<file path="src/rtl/tod_alarm_pkg.sv">
package tod_alarm_pkg;
  localparam int unsigned DEF_SEC_W   = 32;
  localparam int unsigned DEF_MATCH_W = 20;
  localparam int unsigned DEF_LO_W    = 16;

  function automatic logic window_equal(input logic [63:0] a,
                                        input logic [63:0] b,
                                        input int unsigned w);
    logic eq;
    eq = 1'b1;
    for (int unsigned i = 0; i < 64; i++) begin
      if (i < w && a[i] != b[i]) eq = 1'b0;
    end
    return eq;
  endfunction
endpackage

</file>
<file path="src/rtl/alarm_value_reg.sv">
module alarm_value_reg #(
  parameter int unsigned MATCH_W = 20,
  parameter int unsigned LO_W    = 16
) (
  input  logic               clk,
  input  logic               rst_n,
  input  logic               lock,
  input  logic               wr_lo,
  input  logic               wr_hi,
  input  logic [LO_W-1:0]    wr_data,
  output logic [MATCH_W-1:0] value
);
  localparam int unsigned HI_W = MATCH_W - LO_W;

  logic [MATCH_W-1:0] val_q, val_d;
  logic               ld_lo, ld_hi;

  assign ld_lo = wr_lo && !lock;
  assign ld_hi = wr_hi && !lock;

  always_comb begin
    val_d = val_q;
    if (ld_lo) val_d[LO_W-1:0] = wr_data;
  end

  generate
    if (HI_W > 0) begin : g_hi
      logic [HI_W-1:0] hi_q;
      always_ff @(posedge clk or negedge rst_n) begin
        if (!rst_n)     hi_q <= '0;
        else if (ld_hi) hi_q <= wr_data[HI_W-1:0];
      end
      always_ff @(posedge clk or negedge rst_n) begin
        if (!rst_n)     val_q[LO_W-1:0] <= '0;
        else if (ld_lo) val_q[LO_W-1:0] <= val_d[LO_W-1:0];
      end
      always_comb val_q[MATCH_W-1:LO_W] = hi_q;
    end else begin : g_lo_only
      always_ff @(posedge clk or negedge rst_n) begin
        if (!rst_n)     val_q <= '0;
        else if (ld_lo) val_q <= val_d;
      end
    end
  endgenerate

  assign value = val_q;

  a_r3_value_locked: assert property (@(posedge clk) disable iff (!rst_n)
    lock |=> $stable(val_q));
endmodule

</file>
<file path="src/rtl/alarm_match.sv">
module alarm_match
  import tod_alarm_pkg::*;
#(
  parameter int unsigned SEC_W   = 32,
  parameter int unsigned MATCH_W = 20
) (
  input  logic [SEC_W-1:0]   sec_count,
  input  logic [MATCH_W-1:0] value,
  input  logic               rollover,
  input  logic               enable,
  output logic               hit
);
  logic [MATCH_W-1:0] window;

  assign window = sec_count[MATCH_W-1:0];
  assign hit    = rollover && enable && (window == value);
endmodule

</file>
<file path="src/rtl/alarm_flag.sv">
module alarm_flag (
  input  logic clk,
  input  logic rst_n,
  input  logic hit,
  input  logic clr,
  output logic flag
);
  logic flag_q, flag_d;

  always_comb begin
    flag_d = flag_q;
    if (clr) flag_d = 1'b0;
    if (hit) flag_d = 1'b1;
  end

  always_ff @(posedge clk or negedge rst_n) begin
    if (!rst_n) flag_q <= 1'b0;
    else        flag_q <= flag_d;
  end

  assign flag = flag_q;

  a_r8_sticky: assert property (@(posedge clk) disable iff (!rst_n)
    (flag_q && !clr) |=> flag_q);
  a_r9_set_wins: assert property (@(posedge clk) disable iff (!rst_n)
    hit |=> flag_q);
  a_r6_no_spurious_set: assert property (@(posedge clk) disable iff (!rst_n)
    (!hit && !flag_q) |=> !flag_q);
endmodule

</file>
<file path="src/rtl/tod_alarm.sv">
module tod_alarm
  import tod_alarm_pkg::*;
#(
  parameter int unsigned SEC_W   = DEF_SEC_W,
  parameter int unsigned MATCH_W = DEF_MATCH_W,
  parameter int unsigned LO_W    = DEF_LO_W
) (
  input  logic             clk,
  input  logic             rst_n,
  input  logic             wr_lo,
  input  logic             wr_hi,
  input  logic [LO_W-1:0]  wr_data,
  input  logic             alarm_en,
  input  logic             irq_en,
  input  logic             global_ie,
  input  logic [SEC_W-1:0] sec_count,
  input  logic             rollover,
  input  logic             flag_clr,
  output logic             alarm_flag,
  output logic             irq_req,
  output logic             wake_req
);
  logic [MATCH_W-1:0] alarm_val;
  logic               hit;

  alarm_value_reg #(.MATCH_W(MATCH_W), .LO_W(LO_W)) u_value (
    .clk(clk), .rst_n(rst_n), .lock(alarm_en),
    .wr_lo(wr_lo), .wr_hi(wr_hi), .wr_data(wr_data), .value(alarm_val)
  );

  alarm_match #(.SEC_W(SEC_W), .MATCH_W(MATCH_W)) u_match (
    .sec_count(sec_count), .value(alarm_val), .rollover(rollover),
    .enable(alarm_en), .hit(hit)
  );

  alarm_flag u_flag (
    .clk(clk), .rst_n(rst_n), .hit(hit), .clr(flag_clr), .flag(alarm_flag)
  );

  assign irq_req  = alarm_flag && irq_en && global_ie;
  assign wake_req = irq_req;

  a_r5_match_sets: assert property (@(posedge clk) disable iff (!rst_n)
    (rollover && alarm_en &&
     window_equal(64'(sec_count), 64'(alarm_val), MATCH_W)) |=> alarm_flag);
  a_r10_req_needs_flag: assert property (@(posedge clk) disable iff (!rst_n)
    wake_req |-> alarm_flag);
endmodule

</file>
<file path="config.mk">
export PLATFORM = sky130hd
export DESIGN_NAME = tod_alarm
export DESIGN_NICKNAME = d
export VERILOG_FILES = /design/src/rtl/tod_alarm_pkg.sv /design/src/rtl/alarm_value_reg.sv /design/src/rtl/alarm_match.sv /design/src/rtl/alarm_flag.sv /design/src/rtl/tod_alarm.sv
export SDC_FILE = /design/constraint.sdc
export NUM_CORES = 1
export LEC_CHECK = 0
export ABC_AREA = 1
export BUFFER_PORTS_ARGS = -buffer_cell sky130_fd_sc_hd__buf_4
export CORE_UTILIZATION = 51
export CTS_BUF_LIST = sky130_fd_sc_hd__clkbuf_8
export CTS_CLUSTER_SIZE = 28
export DETAILED_ROUTE_END_ITERATION = 6
export GPL_TIMING_DRIVEN = 0
export PLACE_DENSITY = 0.89
export SLEW_MARGIN = 20
export SYNTH_ARGS = -nofsm -noshare
export SYNTH_HDL_FRONTEND = slang
export SYNTH_HIERARCHICAL = 1
export SYNTH_SLANG_ARGS = --single-unit
</file>
<file path="constraint.sdc">
create_clock -name clk -period 2.35 [get_ports clk]
set_input_delay 0.235 -clock clk [delete_from_list [all_inputs] [get_ports clk]]
set_output_delay 0.235 -clock clk [all_outputs]
set_load 0.005 [all_outputs]
</file>
==> flow_metrics.tcl <==
set metrics [dict create \
    ys_ff_latch 21 \
    vdd_ir_drop_max_uv 468 \
    synth_edf_count 0 \
    drc 0 \
    clk_pin_slew_ns 0.08 \
    drt_iter0_drc 25 \
    power_density_nw_per_um2 523 \
    critPathLaunchType "flip-flop" \
    relSlewSlack 0.824 \
    fillerInstances 182 \
    wl_per_cell_um 10.7 \
    root_buffer "clkbuf_8" \
    met1_length_um 1290 \
    worstPathArrival_ns 1.03 \
    initial_core_util 0.556 \
    p_switching_uw 260 \
    numCtsBuffers 3 \
    synth_warnings 6 \
    syn-num-nets 251 \
    switching_share 0.292 \
    crit_slowest_cell "dfrtp_1" \
    cts_tree "done" \
    fin_crit_ns 1.26 \
    drt_pass1_iterations 5 \
    grt_pass1_vias 1218 \
    holdWs_ns 0.193 \
    met2WireLength_um 1400 \
    grt_pass1_wl_um 4790 \
    power_leakage_uw 0.00104 \
    syn-cell-area_sq_um 1270 \
    power_frac_clock 0.264 \
    skew_ns 0.00725 \
    hold_violations 0 \
    clk_path_buf_depth 2 \
    cp_max_fo 3 \
    highest_layer "met4" \
    status "finished, final reports clean" \
    yosys-top-cells-area "dfrtp_1, nand2_1, inv_1" \
    dp_hpwl_um 2200 \
    yosysTopAreaCellShare 0.415 \
    power_frac_seq 0.491 \
    die_y_um 51.8 \
    cap_viol_max_count 0 \
    core_area_sq_um 2280 \
    holdBufCountCts 1 \
    areaGrowthSynthToFinish_pct 34.5 \
    fp-row-count 17 \
    worst-setup-path-type "flip-flop to primary output" \
    setup_viol 0 \
    syn_avg_cell_area_sq_um 6.53 \
    clock-sinks 21 \
    grt_max_degree 22 \
    overflow 0 \
    port_buffers 46 \
    synthArstFlopShare 1.00 \
    fin_tns_setup_ns 0 \
    drtAntennaViolNets 0 \
    die_w_um 51.8 \
    crit_chain "nand2_1, nor2_2, buf_4, buf_4" \
    crit_top_cell "buf_4" \
    required_ns 2.12 \
    max_freq_mhz 792 \
    worstSetupEndpointType "primary output" \
    synthMostInstantiatedCell "nand2_1" \
    ys_top_cells_by_count "nand2_1, inv_1, nand3_1, dfrtp_1, nor2_1" \
    grt_util_all_layers 0.248 \
    routed_wl_um 2910 \
    io_pins 60 \
    antenna_found_initial 0 \
    hp-class "input pin to flip-flop" \
    num_antenna_cells 0 \
    gp_routability_congestion 0.814 \
    synth_cell_type_count 16 \
    yosys.area.top_type "dfrtp_1" \
    cts_max_level 1 \
    netlist_instances 194 \
    finalCritPeriodShare 0.537 \
    ys_seq_area_frac 0.415 \
    internal_power_uw 630 \
    final-max-slew-violation-count 0 \
    tightest_slew_ns 0.261 \
    via_count 1311 \
    synthFlopType "dfrtp_1" \
    viasPerCell 4.80 \
    rsz0062_at_grt "no" \
    slowest_delay_ns 0.40 \
    die-area_sq_um 2690 \
    p_total_uw 890 \
    worst_skew_pair.late_latency_ns 0.26 \
    cts_setup_buffers 0 \
    nNetsFinal 303 \
    cts.repair.resized 0 \
    wl_met3_um 143 \
    p_comb_frac 0.245 \
    drive_gt1_frac 0.253 \
]
-- worst max-delay path, delay by kind of cell, from the launching register on --
kind	cells	cell delay [ns]
flip-flops	1	0.40
buffers and inverters	2	0.24
AND/OR/NAND/NOR	2	0.13
-- cells in the final DEF, fill, tap and decap left out, types with 2 or more instances in the layout --
| cell type | synthesis | layout |
|---|---|---|
| buf_4 | 3 | 49 |
| nor2_1 | 16 | 16 |
| nand2_2 | 2 | 2 |
| dfrtp_1 | 21 | 21 |
| nand2_1 | 86 | 86 |
| clkbuf_8 | 0 | 3 |
| o22ai_1 | 3 | 3 |
| o21ai_0 | 2 | 2 |
| inv_1 | 31 | 31 |
| nand3_1 | 22 | 22 |
| nor2_2 | 2 | 2 |
-- power by group through the flow --
stage / Clock (uW) / Sequential, uW / Combinational [uW]
after global placement: 0 / 442 / 207
after CTS: 240 / 437 / 217
after global routing: 258 / 442 / 247
after detailed placement: 0 / 444 / 214
final: 235 / 437 / 218
after floorplan: 0 / 436 / 123
-- routing by layer --
layer | track usage | up-vias
met3 | 0.0468 | 12
met1 | 0.289 | 572
met2 | 0.423 | 48
met4 | 0.140 | 0
li1 | - | 679
met5 | 0 | -
-- path summary, 6_finish.rpt --
kind / from / end / slack, ns / cells after the start
worst max-delay path: u_flag/flag$_DFFE_PN0P_ / wake_req / 1.09 / 4
worst min-delay path: flag_clr / u_flag/flag$_DFFE_PN0P_ / 0.19 / 4
worst max register to register: u_value/g_hi.hi_q[0]$_DFFE_PN0P_ / u_flag/flag$_DFFE_PN0P_ / 1.18 / 9
worst min register to register: u_value/g_hi.hi_q[2]$_DFFE_PN0P_ / u_value/g_hi.hi_q[2]$_DFFE_PN0P_ / 0.50 / 2
max in group asynchronous: rst_n / u_value/g_hi.hi_q[0]$_DFFE_PN0P_ / 1.74 / 2
min in group asynchronous: rst_n / u_value/value[4]$_DFFE_PN0P_ / 0.39 / 2
-- sequential cells by signal, summed over array words and instances (netlist names) --
signal / cells
u_value/value: 16
u_value/g_hi.hi_q: 4
u_flag/flag: 1
-- kinds of logic (layout without fill, tap and decap cells) --
group | after synthesis | count (layout) | synth area share
simple gates | 129 | 129 | 0.418
flops | 21 | 21 | 0.415
buf+inv | 38 | 89 | 0.137
compound gates | 5 | 5 | 0.0227
xor+xnor | 1 | 1 | 0.00692
-- stage by stage --
stage	util	area, sq um	worst slack, ns	cells
after floorplan	-	1270	1.37	194
after global placement	0.723	1650	1.25	268
after detailed placement	0.723	1650	1.20	268
after CTS	0.748	1700	1.08	273
after global routing	0.748	1700	1.02	273
final	0.748	1700	1.09	273
-- cell type report --
cell class / instances / area [sq um] / share of cell area
Inverter: 32 / 120 / 0.0705
Sequential cell: 21 / 526 / 0.309
Timing Repair Buffer: 47 / 355 / 0.209
Multi-Input combinational cell: 135 / 567 / 0.333
Tap cell: 28 / 35.0 / 0.0206
Buffer: 6 / 53.8 / 0.0316
Clock inverter: 1 / 5.00 / 0.00294
Clock buffer: 3 / 41.3 / 0.0242
Power figures use the tool's default switching activity.
